File: src/rtl/qf_pkg.sv
package qf_pkg;

    localparam int unsigned CPU_DW_DEF  = 64;
    localparam int unsigned PCI_DW_DEF  = 32;
    localparam int unsigned BEAT_W_DEF  = 3;
    localparam int unsigned WINDOW_DEF  = 4;

    typedef enum logic [1:0] {
        SRC_NONE = 2'd0,
        SRC_FILL = 2'd1,
        SRC_MEM  = 2'd2,
        SRC_PCI  = 2'd3
    } resp_src_e;

    // Beat count normaliser: a zero count still yields one beat.
    function automatic logic [BEAT_W_DEF-1:0] norm_beats(input logic [BEAT_W_DEF-1:0] b);
        return (b == '0) ? BEAT_W_DEF'(1) : b;
    endfunction

endpackage

File: src/rtl/qf_devsel_timer.sv
module qf_devsel_timer #(
    parameter int unsigned WINDOW = qf_pkg::WINDOW_DEF,
    localparam int unsigned CNT_W = (WINDOW < 2) ? 1 : $clog2(WINDOW)
) (
    input  logic clk,
    input  logic rst,
    input  logic addr_phase,
    input  logic devsel,
    output logic timeout,
    output logic abort_q
);
    logic             armed;
    logic [CNT_W-1:0] wait_cnt;

    assign timeout = armed && !addr_phase && !devsel &&
                     (wait_cnt == CNT_W'(WINDOW - 1));

    always_ff @(posedge clk) begin
        if (rst) begin
            armed    <= 1'b0;
            wait_cnt <= '0;
            abort_q  <= 1'b0;
        end else begin
            abort_q <= timeout;
            if (addr_phase) begin
                armed    <= 1'b1;
                wait_cnt <= '0;
            end else if (armed) begin
                if (devsel || timeout) begin
                    armed <= 1'b0;
                end else begin
                    wait_cnt <= wait_cnt + CNT_W'(1);
                end
            end
        end
    end
endmodule

File: src/rtl/qf_beat_filler.sv
module qf_beat_filler #(
    parameter int unsigned BEAT_W = qf_pkg::BEAT_W_DEF
) (
    input  logic              clk,
    input  logic              rst,
    input  logic              addr_phase,
    input  logic [BEAT_W-1:0] beats,
    input  logic              start,
    output logic              active
);
    logic [BEAT_W-1:0] beats_q;
    logic [BEAT_W-1:0] left;

    assign active = (left != '0);

    always_ff @(posedge clk) begin
        if (rst) begin
            beats_q <= '0;
            left    <= '0;
        end else begin
            if (addr_phase) begin
                beats_q <= beats;
            end
            if (start) begin
                left <= qf_pkg::norm_beats(beats_q);
            end else if (active) begin
                left <= left - BEAT_W'(1);
            end
        end
    end
endmodule

File: src/rtl/qf_cpu_resp.sv
module qf_cpu_resp #(
    parameter int unsigned DW = qf_pkg::CPU_DW_DEF
) (
    input  logic          fill,
    input  logic          mem_ack,
    input  logic          mem_sel_err,
    input  logic [DW-1:0] mem_rdata,
    input  logic          pci_ack,
    input  logic [DW-1:0] pci_rdata,
    input  logic          path_tea,
    output logic          ack,
    output logic [DW-1:0] rdata,
    output logic          tea,
    output logic          mem_subst
);
    import qf_pkg::*;
    resp_src_e src;

    always_comb begin
        if (fill)         src = SRC_FILL;
        else if (mem_ack) src = SRC_MEM;
        else if (pci_ack) src = SRC_PCI;
        else              src = SRC_NONE;
    end

    assign mem_subst = (src == SRC_MEM) && mem_sel_err;

    always_comb begin
        ack   = (src != SRC_NONE);
        rdata = '0;
        tea   = path_tea;
        unique case (src)
            SRC_FILL: begin
                rdata = '1;
                tea   = 1'b0;
            end
            SRC_MEM: begin
                rdata = mem_sel_err ? '1 : mem_rdata;
                if (mem_sel_err) tea = 1'b0;
            end
            SRC_PCI:  rdata = pci_rdata;
            default:  rdata = '0;
        endcase
    end
endmodule

File: src/rtl/qf_tgt_resp.sv
module qf_tgt_resp #(
    parameter int unsigned DW = qf_pkg::PCI_DW_DEF
) (
    input  logic          phase,
    input  logic          sel_err,
    input  logic [DW-1:0] mem_rdata,
    output logic [DW-1:0] rdata,
    output logic          subst
);
    assign subst = phase && sel_err;
    assign rdata = subst ? '1 : mem_rdata;
endmodule

File: src/rtl/quiet_fault_fill.sv
module quiet_fault_fill #(
    parameter int unsigned CPU_DW = qf_pkg::CPU_DW_DEF,
    parameter int unsigned PCI_DW = qf_pkg::PCI_DW_DEF,
    parameter int unsigned BEAT_W = qf_pkg::BEAT_W_DEF,
    parameter int unsigned WINDOW = qf_pkg::WINDOW_DEF
) (
    input  logic              clk,
    input  logic              rst,
    input  logic              mem_ack,
    input  logic              mem_sel_err,
    input  logic [CPU_DW-1:0] mem_rdata,
    input  logic              pci_ack,
    input  logic [CPU_DW-1:0] pci_rdata,
    input  logic              path_tea,
    input  logic              pci_addr_phase,
    input  logic [BEAT_W-1:0] pci_beats,
    input  logic              pci_devsel,
    input  logic              tgt_phase,
    input  logic              tgt_sel_err,
    input  logic [PCI_DW-1:0] tgt_mem_rdata,
    input  logic              cfg_stat_rd,
    output logic              cpu_ack,
    output logic [CPU_DW-1:0] cpu_rdata,
    output logic              cpu_tea,
    output logic              pci_mabort,
    output logic [PCI_DW-1:0] tgt_rdata,
    output logic              subst_flag
);
    logic timeout;
    logic fill_active;
    logic mem_subst;
    logic tgt_subst;

    qf_devsel_timer #(.WINDOW(WINDOW)) u_timer (
        .clk        (clk),
        .rst        (rst),
        .addr_phase (pci_addr_phase),
        .devsel     (pci_devsel),
        .timeout    (timeout),
        .abort_q    (pci_mabort)
    );

    qf_beat_filler #(.BEAT_W(BEAT_W)) u_fill (
        .clk        (clk),
        .rst        (rst),
        .addr_phase (pci_addr_phase),
        .beats      (pci_beats),
        .start      (timeout),
        .active     (fill_active)
    );

    qf_cpu_resp #(.DW(CPU_DW)) u_cpu (
        .fill        (fill_active),
        .mem_ack     (mem_ack),
        .mem_sel_err (mem_sel_err),
        .mem_rdata   (mem_rdata),
        .pci_ack     (pci_ack),
        .pci_rdata   (pci_rdata),
        .path_tea    (path_tea),
        .ack         (cpu_ack),
        .rdata       (cpu_rdata),
        .tea         (cpu_tea),
        .mem_subst   (mem_subst)
    );

    qf_tgt_resp #(.DW(PCI_DW)) u_tgt (
        .phase     (tgt_phase),
        .sel_err   (tgt_sel_err),
        .mem_rdata (tgt_mem_rdata),
        .rdata     (tgt_rdata),
        .subst     (tgt_subst)
    );

    // Sticky flag: any setting event wins over a clear in the same cycle.
    always_ff @(posedge clk) begin
        if (rst) begin
            subst_flag <= 1'b0;
        end else if (timeout || mem_subst || tgt_subst) begin
            subst_flag <= 1'b1;
        end else if (cfg_stat_rd) begin
            subst_flag <= 1'b0;
        end
    end
endmodule

File: config.mk
export PLATFORM = sky130hd
export DESIGN_NAME = quiet_fault_fill
export DESIGN_NICKNAME = d
export VERILOG_FILES = /design/src/rtl/qf_pkg.sv /design/src/rtl/qf_devsel_timer.sv /design/src/rtl/qf_beat_filler.sv /design/src/rtl/qf_cpu_resp.sv /design/src/rtl/qf_tgt_resp.sv /design/src/rtl/quiet_fault_fill.sv
export SDC_FILE = /design/constraint.sdc
export NUM_CORES = 1
export LEC_CHECK = 0
export BUFFER_PORTS_ARGS = -buffer_cell sky130_fd_sc_hd__buf_2
export CELL_PAD_IN_SITES_DETAIL_PLACEMENT = 2
export CELL_PAD_IN_SITES_GLOBAL_PLACEMENT = 2
export CORE_ASPECT_RATIO = 1.4
export CORE_UTILIZATION = 12
export DETAILED_ROUTE_END_ITERATION = 10
export PLACE_DENSITY = 0.79
export SYNTH_ARGS = -nofsm -noshare
export SYNTH_HDL_FRONTEND = slang
export SYNTH_SLANG_ARGS = --single-unit
File: constraint.sdc
create_clock -name clk -period 1.9 [get_ports clk]
set_input_delay 0.19 -clock clk [delete_from_list [all_inputs] [get_ports clk]]
set_output_delay 0.19 -clock clk [all_outputs]
set_load 0.01 [all_outputs]
==> flow_metrics.tcl, run 1 <==
set metrics [dict create \
    postPlaceCellArea_sq_um 4310 \
    totalWireLength_um 13800 \
    startpoint "u_fill.left[1]$_SDFFE_PP0P_" \
    fin_area_sq_um 4540 \
    setup_viol 65 \
    vias 3554 \
    h-tree-depth 1 \
    gp_congestion 0.816 \
    rsz0062_at_grt "yes" \
    arrival_ns 1.98 \
    rows 57 \
    top_usage_layer "met2" \
    fmax_mhz 462 \
    setup_ws_ns -0.266 \
    clock_sinks 11 \
    final_net_count 771 \
    power.density_nw_per_um2 1590 \
    grt_use_met2 0.288 \
    numCtsBuffers 3 \
    switching_share 0.516 \
    crit_fanout 6 \
    path_class "reg -> out" \
    crit_buf_inv 5 \
    startpoint_type "register" \
    synthToLayoutAreaGrowth_pct 109 \
    place_ws_ns -0.0975 \
    synth_warnings 0 \
    ant_nets 0 \
    fill_cells 2137 \
    die_x_um 116 \
    gr-total-overflow 0 \
    hp-class "in -> reg" \
    path_cells "inv_2 > ha_4 > nor2b_4 > o21a_4 > inv_2 > ha_4 > buf_6 > buf_12 > a21oi_4 > o21ai_2 > buf_2" \
    multi_input_area_sq_um 2220 \
    first_pass_iters 4 \
    seq_area_sq_um 220 \
    p_clk_frac 0.055 \
    synth_area_per_cell_sq_um 6.64 \
    core-area_sq_um 17500 \
    drtIter0Drc 71 \
    ir_drop_uv 656 \
    place_inst 817 \
    drc 0 \
    min_period_over_period 1.14 \
    port-buffer-count 273 \
    fp.dieH_um 161 \
    finalHoldViolCount 0 \
    syn_inst 327 \
    mostFrequentLayoutCells "buf_2 (272), o21a_1 (64), o21ai_2 (59), a21oi_2 (55), nand2b_1 (33)" \
    initial_core_util 0.124 \
    end_kind "output pin" \
    boundaryPins 274 \
    cts_tree "built" \
    p_switching_w 0.00373 \
    tightest_slew_ns 0.613 \
    avgViaCountPerCell 4.29 \
    crit_end "cpu_rdata[38]" \
    synth_cell_types 26 \
    grt_max_degree 65 \
    worstReg2RegEnd "u_fill.left[0]$_SDFFE_PP0P_" \
    critical_path_required_ns 1.71 \
    r2r_slack_ns 0.27 \
    cp_num_cells 11 \
    synth-seq-area-share 0.101 \
    cts_root_buffer "clkbuf_16" \
    clk_latency_ns 0.25 \
    drv_cap 0 \
    p_int_w 0.00350 \
    synth_nets 507 \
    reg2reg_from "u_fill.left[1]$_SDFFE_PP0P_" \
    ys_ff_latch 11 \
    antenna_found_initial 1 \
    layout_commonest_cell "buf_2" \
    cpLargestDelayFamily "buffers and inverters" \
    grt_util_met3 0.0323 \
    leakage_nw 2.02 \
    fin_crit_ns 2.17 \
    first_global_vias 3858 \
    dieArea_sq_um 18700 \
    cts_buffer_depth 2 \
    grt_pass1_wl_um 20300 \
    violations "setup timing" \
    run_status "complete, but fails checks" \
    slew_headroom 0.592 \
    final_cells 828 \
    p_comb_frac 0.904 \
    drive_above_1_share 0.739 \
    pwr-share-seq 0.041 \
    timing.setup.tns_ns -11.86 \
    final_max_slew_viol_count 0 \
    grt.met1_usage 0.139 \
    clk_pin_slew_ns 0.05 \
    wire_per_inst_um 16.7 \
    dpl.hpwl_um 10900 \
    max_stage_delay_ns 0.30 \
    syn_area_sq_um 2170 \
    finClkSkew_ns 0.00402 \
    reg2regPathDepth 7 \
    track_usage 0.141 \
    cp_slowest_cell "dfxtp_1" \
]
## cell usage after synthesis (all sizes together)
| cell type | instances | area (sq um) |
|---|---|---|
| a21oi | 66 | 330 |
| nor2b | 3 | 26.3 |
| buf | 30 | 208 |
| nor3 | 3 | 15.0 |
| mux2i | 5 | 50.1 |
| a41o | 1 | 10.0 |
| inv | 7 | 26.3 |
| o21a | 66 | 495 |
| a211oi | 1 | 7.51 |
| nand4bb | 1 | 27.5 |
| nand2 | 3 | 11.3 |
| xnor2 | 2 | 17.5 |
| dfxtp | 11 | 220 |
| o21ai | 65 | 325 |
| nor3b | 2 | 31.3 |
| a31oi | 1 | 6.26 |
| ha | 6 | 75.1 |
| clkbuf | 11 | 45.0 |
| nor2 | 10 | 37.5 |
| nand2b | 33 | 206 |
## registers in the layout, summed over array words and instances (netlist names)
name              cells
u_fill.beats_q        3
u_fill.left           3
u_timer.abort_q       1
u_timer.armed         1
subst_flag            1
u_timer.wait_cnt      2
## power groups by stage
stage | logic [W] | clock network (W) | registers, W
finish | 0.00653 | 0.000400 | 0.000296
floorplan | 0.00406 | 0 | 0.000296
detailed placement | 0.00631 | 0 | 0.000301
global route | 0.00709 | 0.000419 | 0.000300
CTS | 0.00677 | 0.000410 | 0.000298
global placement | 0.00618 | 0 | 0.000300
## layout make-up
type,instances,share of cell area
multi-input cells,268,0.489
flip-flops and latches,11,0.0485
diodes,2,0.00110
inverters,7,0.00579
clock buffers,4,0.0174
well taps,236,0.0650
repair buffers,300,0.373
## stage by stage
stage / hold slack, ns / utilization / total power (W)
global route: 0.211 / 0.259 / 0.00781
floorplan: 0.337 / - / 0.00436
finish: 0.184 / 0.259 / 0.00723
detailed placement: 0.436 / 0.246 / 0.00661
CTS: 0.182 / 0.261 / 0.00748
global placement: 0.423 / 0.246 / 0.00648
## cell families (layout without fill, tap and decap cells)
family          after synthesis  in the layout  synth area share
compound gates              200            200             0.541
xor+xnor                      2              2           0.00807
fa+ha+maj                     6              6            0.0346
buf+inv                      48            311             0.128
flops                        11             11             0.101
mux                           5              5            0.0230
other cells                   0              2                 0
simple gates                 55             55             0.164
## per-layer routing
layer | part of all wire | wire, um | vias to the layer above
met4 | 0.015 | 208 | 0
met2 | 0.54 | 7440 | 194
met3 | 0.091 | 1260 | 11
met1 | 0.36 | 4900 | 1655
li1 | - | - | 1694
met5 | 0 | 0 | -
## worst min-delay path, delay by kind of cell
kind          cells  cell delay (ns)
simple gates      1             0.07
mux               1             0.05
buf+inv           1             0.07
## worst min path at each step
stage | slack, ns | cells after the start | end | startpoint
2_1_floorplan | 0.34 | 2 | u_fill.beats_q[0]$_SDFFE_PP0P_ | pci_beats[0]
3_3_place_gp | 0.42 | 3 | u_fill.beats_q[2]$_SDFFE_PP0P_ | pci_beats[2]
3_5_place_dp | 0.44 | 3 | u_fill.beats_q[2]$_SDFFE_PP0P_ | pci_beats[2]
4_1_cts | 0.18 | 3 | u_fill.beats_q[2]$_SDFFE_PP0P_ | pci_beats[2]
5_1_grt | 0.21 | 3 | u_fill.beats_q[1]$_SDFFE_PP0P_ | pci_beats[1]
6_report | 0.18 | 3 | u_fill.beats_q[2]$_SDFFE_PP0P_ | pci_beats[2]
## what timing repair did
item,4_1_cts,5_1_grt
buffers inserted,7,0
hold buffers,0,0
resized for setup,15,9
setup endpoints to repair,65,65
pin swaps,16,2
cloned,2,0
endpoints found under the hold margin,0,0
Note: power is estimated with default switching activity, not from simulation.
==> inputs of run 2 (changes only) <==
- ABC_AREA: not set -> 1
- CORE_UTILIZATION: 12 -> 11
- PLACE_DENSITY: 0.79 -> 0.78
==> run 2 against run 1 <==
The flow still finishes with violations (setup timing). Cell count is 26% higher. Die area is 18% higher. Clock power is 3% lower. Worst setup slack better by 0.069 ns. Combinational power is 28% higher. Critical path type unchanged.
==> flow_metrics.tcl, run 2 <==
set metrics [dict create \
    run_status "complete, but fails checks" \
    violations "setup timing" \
    place_ws_ns -0.236 \
    fmax_mhz 477 \
    synthAdderAreaFrac 0.0318 \
    cts_tree "built" \
    synth_compound_area_frac 0.0350 \
    syn_inst 511 \
    arrival_ns 1.91 \
    rows 63 \
    synth_top_family_by_area "simple AND/OR/NAND/NOR gates" \
    drc 0 \
    cts_buffer_depth 2 \
    hp-class "in -> reg" \
    port-buffer-count 273 \
    synth_top_area_frac 0.482 \
    slew_headroom 0.772 \
    drive_above_1_share 0.439 \
    netlist_top_cells_count "nand2_1 (303), nand3_1 (67), inv_1 (46)" \
    crit_fanout 27 \
    tightest_slew_ns 0.342 \
    clock_sinks 11 \
    ant_nets 0 \
    fp.dieH_um 175 \
    reg_top3 "u_fill.beats_q (3), u_fill.left (3), u_timer.wait_cnt (2)" \
    syn_area_sq_um 2360 \
    avgViaCountPerCell 4.03 \
    power_w 0.00902 \
    ir_drop_uv 519 \
    numCtsBuffers 3 \
    synth_area_per_cell_sq_um 4.62 \
    first_pass_iters 4 \
    core-area_sq_um 21100 \
    die_x_um 126 \
    ys_async_sr_fraction 0 \
    synth_mux_area_frac 0 \
    cts_root_buffer "clkbuf_16" \
    startpoint_type "register" \
    finalHoldViolCount 0 \
    synth_edf_count 0 \
    power.density_nw_per_um2 2020 \
    drv_cap 0 \
    finClkSkew_ns 0.00153 \
    wire_per_inst_um 13.9 \
    synthToLayoutAreaGrowth_pct 88.7 \
    fin_crit_ns 2.10 \
    gp_congestion 0.704 \
    layout_commonest_cell "nand2_1" \
    leakage_nw 2.76 \
    setup_viol 65 \
    track_usage 0.125 \
    totalWireLength_um 14400 \
    synth_warnings 0 \
    antenna_found_initial 1 \
    clk_latency_ns 0.24 \
    grt_pass1_wl_um 22300 \
    critical_path_required_ns 1.71 \
    boundaryPins 274 \
    first_global_vias 4380 \
    mostFrequentLayoutCells "nand2_1 (294), buf_2 (262), nand3_1 (59), inv_1 (43), buf_4 (18)" \
    end_kind "output pin" \
    yosys.area_share.simple 0.661 \
    met3_length_um 880 \
    met2_length_um 7810 \
    reg2regPathDepth 11 \
    min_period_over_period 1.10 \
    hold-path-cell-count 3 \
    drtIter0Drc 53 \
    dpl.hpwl_um 11300 \
    synth_cell_types 17 \
    initial_core_util 0.112 \
    synth_ff_type "dfxtp_1" \
    synth-seq-area-share 0.0933 \
    ys_ff_latch 11 \
    final_net_count 962 \
    path_class "reg -> out" \
    final_max_slew_viol_count 0 \
    whs_ns 0.199 \
    yosysTopAreaCell "nand2_1" \
    wl_met1_um 5580 \
    dieArea_sq_um 22100 \
    vias 4198 \
    clk_pin_slew_ns 0.04 \
    ys_top_cells_by_area "nand2_1 (48%), nand3_1 (14%), dfxtp_1 (9.3%)" \
    synth_nets 691 \
    synthXorXnorAreaFrac 0 \
    rsz0062_at_grt "yes" \
    synthMostInstantiatedCell "nand2_1" \
    gr-total-overflow 0 \
    grt_max_degree 37 \
    top_layer_used "met4" \
    h-tree-depth 1 \
    setup_ws_ns -0.197 \
]
[run 2: changes by cell type in the layout (fill, tap and decap cells not counted), sizes merged, moves of 3 or more]
cell / change
nand2: +303
nand3: +67
o21a: -65
a21oi: -58
o21ai: -58
inv: +45
nand2b: -33
nor2: +7
mux2i: -5
nor2b: -3
nor3: -3
[run 2: worst max-delay path, stage by stage (launching register included)]
cell	delay [ns]
dfxtp_2	0.31
inv_2	0.07
ha_4	0.15
nand2_4	0.08
a21oi_4	0.18
inv_2	0.07
ha_4	0.20
buf_12	0.17
nand2_1	0.10
nand3_1	0.09
nand2_1	0.07
nand2_1	0.04
buf_2	0.13
[run 2: logic make-up (layout without fill, tap and decap cells)]
| family | count (synthesis) | count (layout) |
|---|---|---|
| other | 0 | 1 |
| flip-flops | 11 | 11 |
| buffers and inverters | 88 | 358 |
| AO/OA/AOI/OAI | 16 | 16 |
| adder cells (fa/ha/maj) | 6 | 6 |
| AND/OR/NAND/NOR | 390 | 390 |
[run 2: path summary, 6_finish.rpt]
kind                                  start                             end  slack (ns)
max             u_fill.left[0]$_SDFFE_PP0P_                   cpu_rdata[15]       -0.20
max reg2reg     u_fill.left[0]$_SDFFE_PP0P_         subst_flag$_SDFFE_PP0P_        0.22
min reg2reg  u_fill.beats_q[0]$_SDFFE_PP0P_  u_fill.beats_q[0]$_SDFFE_PP0P_        0.48
min                            pci_beats[1]  u_fill.beats_q[1]$_SDFFE_PP0P_        0.20
[run 2: layer usage]
layer  track usage  up-vias
li1              -     2077
met1         0.135     1932
met2         0.256      178
met3        0.0183       11
met4        0.0166        0
met5             0        -
[run 2: layout make-up]
cell class | instances | area (sq um)
fillers | 2712 | 16700
multi-input cells | 412 | 1850
repair buffers | 302 | 1780
well taps | 260 | 325
flip-flops and latches | 11 | 221
inverters | 52 | 195
clock buffers | 4 | 78.8
diodes | 1 | 2.50
[run 2: metrics by stage]
stage,setup TNS [ns],cell area (sq um),util,instances
detailed placement,-11.49,4100,0.194,1029
floorplan,0,2360,-,511
global route,-18.04,4450,0.211,1041
CTS,-11.61,4390,0.208,1039
global placement,-5.99,4100,0.194,1029
finish,-10.27,4450,0.211,1042
[run 2: report_power, final]
group | leakage (nW) | total [W] | internal (W) | switching, W
sequential | 0.0910 | 0.000299 | 0.000277 | 0.0000218
combinational | 2.63 | 0.00833 | 0.00360 | 0.00472
clock | 0.0382 | 0.000388 | 0.000282 | 0.000106
[run 2: timing repair]
action / 4_1_cts / 5_1_grt
gates cloned: 1 / 0
setup endpoints to repair: 66 / 65
hold buffers: 0 / 0
buffers inserted: 5 / 3
pin swaps: 5 / 5
resized for setup: 30 / 16
==> inputs of run 3 (changes only) <==
- ABC_AREA: 1 -> not set
- CORE_UTILIZATION: 11 -> 12
- PLACE_DENSITY: 0.78 -> 0.74
==> run 3 against run 2 <==
Register-to-register slack lost 0.11 ns. Clock skew grew 0.00050 ns. Combinational power shrank 11%. Critical path type unchanged. Worst setup slack lost 0.11 ns. Final area grew 8.8%. Sequential share of layout area shrank 0.40 points. Maximum frequency shrank 4.9%. First-iteration DRC count grew 89%. Cell count shrank 19%. Utilization grew 6.5 points. Worst hold slack gained 0.0057 ns. The run still ends with setup timing left.
==> flow_metrics.tcl, run 3 (synthesis gave the netlist of run 1 again) <==
set metrics [dict create \
    p_int_w 0.00410 \
    cts_buffer_depth 2 \
    final_max_slew_viol_count 0 \
    path_cells "inv_2 > ha_4 > nor2b_4 > o21a_4 > ha_4 > buf_8 > clkbuf_16 > o21a_1 > a21oi_2 > o21ai_2 > buf_2" \
    h-tree-depth 1 \
    first_pass_iters 4 \
    cpLargestDelayFamily "buffers and inverters" \
    path_class "reg -> out" \
    clk_latency_ns 0.24 \
    p_comb_frac 0.915 \
    leakage_nw 2.16 \
    critPathMostFrequentCell "ha_4" \
    cts_tree "built" \
    reg2reg_from "u_fill.left[1]$_SDFFE_PP0P_" \
    fill_cells 2074 \
    drtIter0Drc 100 \
    gr-total-overflow 0 \
    numCtsBuffers 3 \
    gp_congestion 0.870 \
    antenna_found_initial 1 \
    slew_headroom 0.673 \
    startpoint "u_fill.left[1]$_SDFFE_PP0P_" \
    place_inst 813 \
    drc 0 \
    startpoint_type "register" \
    run_status "complete, but fails checks" \
    clock_sinks 11 \
    fmax_mhz 453 \
    rsz0062_at_grt "yes" \
    violations "setup timing" \
    power.density_nw_per_um2 1680 \
    cp_slowest_cell "dfxtp_1" \
    critical_path_required_ns 1.71 \
    layout_commonest_cell "buf_2" \
    setup_ws_ns -0.306 \
    port-buffer-count 273 \
    vias 3645 \
    min_period_over_period 1.16 \
    dieArea_sq_um 18700 \
    setup_viol 65 \
    grt_pass1_wl_um 21200 \
    final_cells 841 \
    max_stage_delay_ns 0.31 \
    rows 57 \
    clk_pin_slew_ns 0.04 \
    wire_per_inst_um 18.4 \
    p_switching_w 0.00404 \
    min_from "pci_beats[2]" \
    die_x_um 116 \
    drive_above_1_share 0.745 \
    switching_share 0.496 \
    track_usage 0.148 \
    ir_drop_uv 379 \
    seq_area_sq_um 221 \
    grt_max_degree 65 \
    avgViaCountPerCell 4.33 \
    cts.hold.buffers_added 0 \
    hp-class "in -> reg" \
    core-area_sq_um 17500 \
    first_global_vias 3941 \
    crit_buf_inv 4 \
    end_kind "output pin" \
    cts_root_buffer "clkbuf_16" \
    fp.dieH_um 161 \
    arrival_ns 2.02 \
    initial_core_util 0.124 \
    ant_nets 0 \
    boundaryPins 274 \
    finalHoldViolCount 0 \
    dpl.hpwl_um 11300 \
    mostFrequentLayoutCells "buf_2 (271), o21a_1 (65), o21ai_2 (59), a21oi_2 (55), nand2b_1 (33)" \
    final_net_count 785 \
    reg_top3 "u_fill.beats_q (3), u_fill.left (3), u_timer.wait_cnt (2)" \
    pwr-share-seq 0.037 \
    tightest_slew_ns 0.490 \
    timing.setup.tns_ns -16.75 \
    multi_input_area_sq_um 2220 \
    synthToLayoutAreaGrowth_pct 123 \
    p_clk_frac 0.049 \
    totalWireLength_um 15500 \
    finClkSkew_ns 0.00204 \
    drv_cap 0 \
    fin_crit_ns 2.21 \
    crit_fanout 9 \
]
-- run 3: cell count changes in the layout (fill, tap and decap cells not counted), moves of 39 or more --
cell	previous run	this run
a21oi_2	0	55
inv_1	43	4
nand2_1	294	3
nand3_1	59	0
o21a_1	1	65
o21ai_2	0	59
-- run 3: area by class of cell --
cell class | count | share of cell area
Multi-Input combinational cell | 268 | 0.458
Clock buffer | 4 | 0.0163
Sequential cell | 11 | 0.0457
Antenna cell | 1 | 0.000516
Tap cell | 236 | 0.0609
Timing Repair Buffer | 314 | 0.414
Inverter | 7 | 0.00542
-- run 3: layer usage --
layer  wire length, um  GRT usage
met4               110     0.0198
met2              8710      0.311
met5                 0          0
met3              1100     0.0308
met1              5580      0.146
-- run 3: what timing repair did --
item / CTS / global route
gates resized for setup: 14 / 17
setup endpoints to repair: 65 / 66
pin swaps: 0 / 1
setup buffers: 9 / 4
cloned: 5 / 6
-- run 3: power by group through the flow --
stage / combinational (W) / sequential (W) / clock (W)
after detailed placement: 0.00629 / 0.000302 / 0
after global placement: 0.00609 / 0.000298 / 0
after floorplan: 0.00406 / 0.000296 / 0
final: 0.00745 / 0.000299 / 0.000397
after CTS: 0.00708 / 0.000298 / 0.000399
after global routing: 0.00799 / 0.000304 / 0.000414
-- run 3: metrics by stage --
step            util  total power, W  area, sq um  hold slack (ns)  worst slack, ns
2_1_floorplan      -         0.00436         2690            0.337         -0.00902
3_3_place_gp   0.243         0.00639         4270            0.426          -0.0440
3_5_place_dp   0.243         0.00660         4270            0.456           -0.114
4_1_cts        0.263         0.00778         4620            0.204           -0.322
5_1_grt        0.276         0.00871         4840            0.219           -0.371
6_report       0.276         0.00815         4850            0.205           -0.306
-- run 3: final timing paths --
kind,endpoint,slack (ns),depth (start not counted)
worst max-delay path,cpu_rdata[11],-0.31,11
worst min-delay path,u_fill.beats_q[2]$_SDFFE_PP0P_,0.20,3
worst max register to register,subst_flag$_SDFFE_PP0P_,0.11,10
worst min register to register,u_fill.beats_q[2]$_SDFFE_PP0P_,0.54,2
-- run 3: worst min-delay path, stage by stage --
cell and delay (ns):
buf_2 0.08, mux2i_1 0.06, nor2_1 0.09
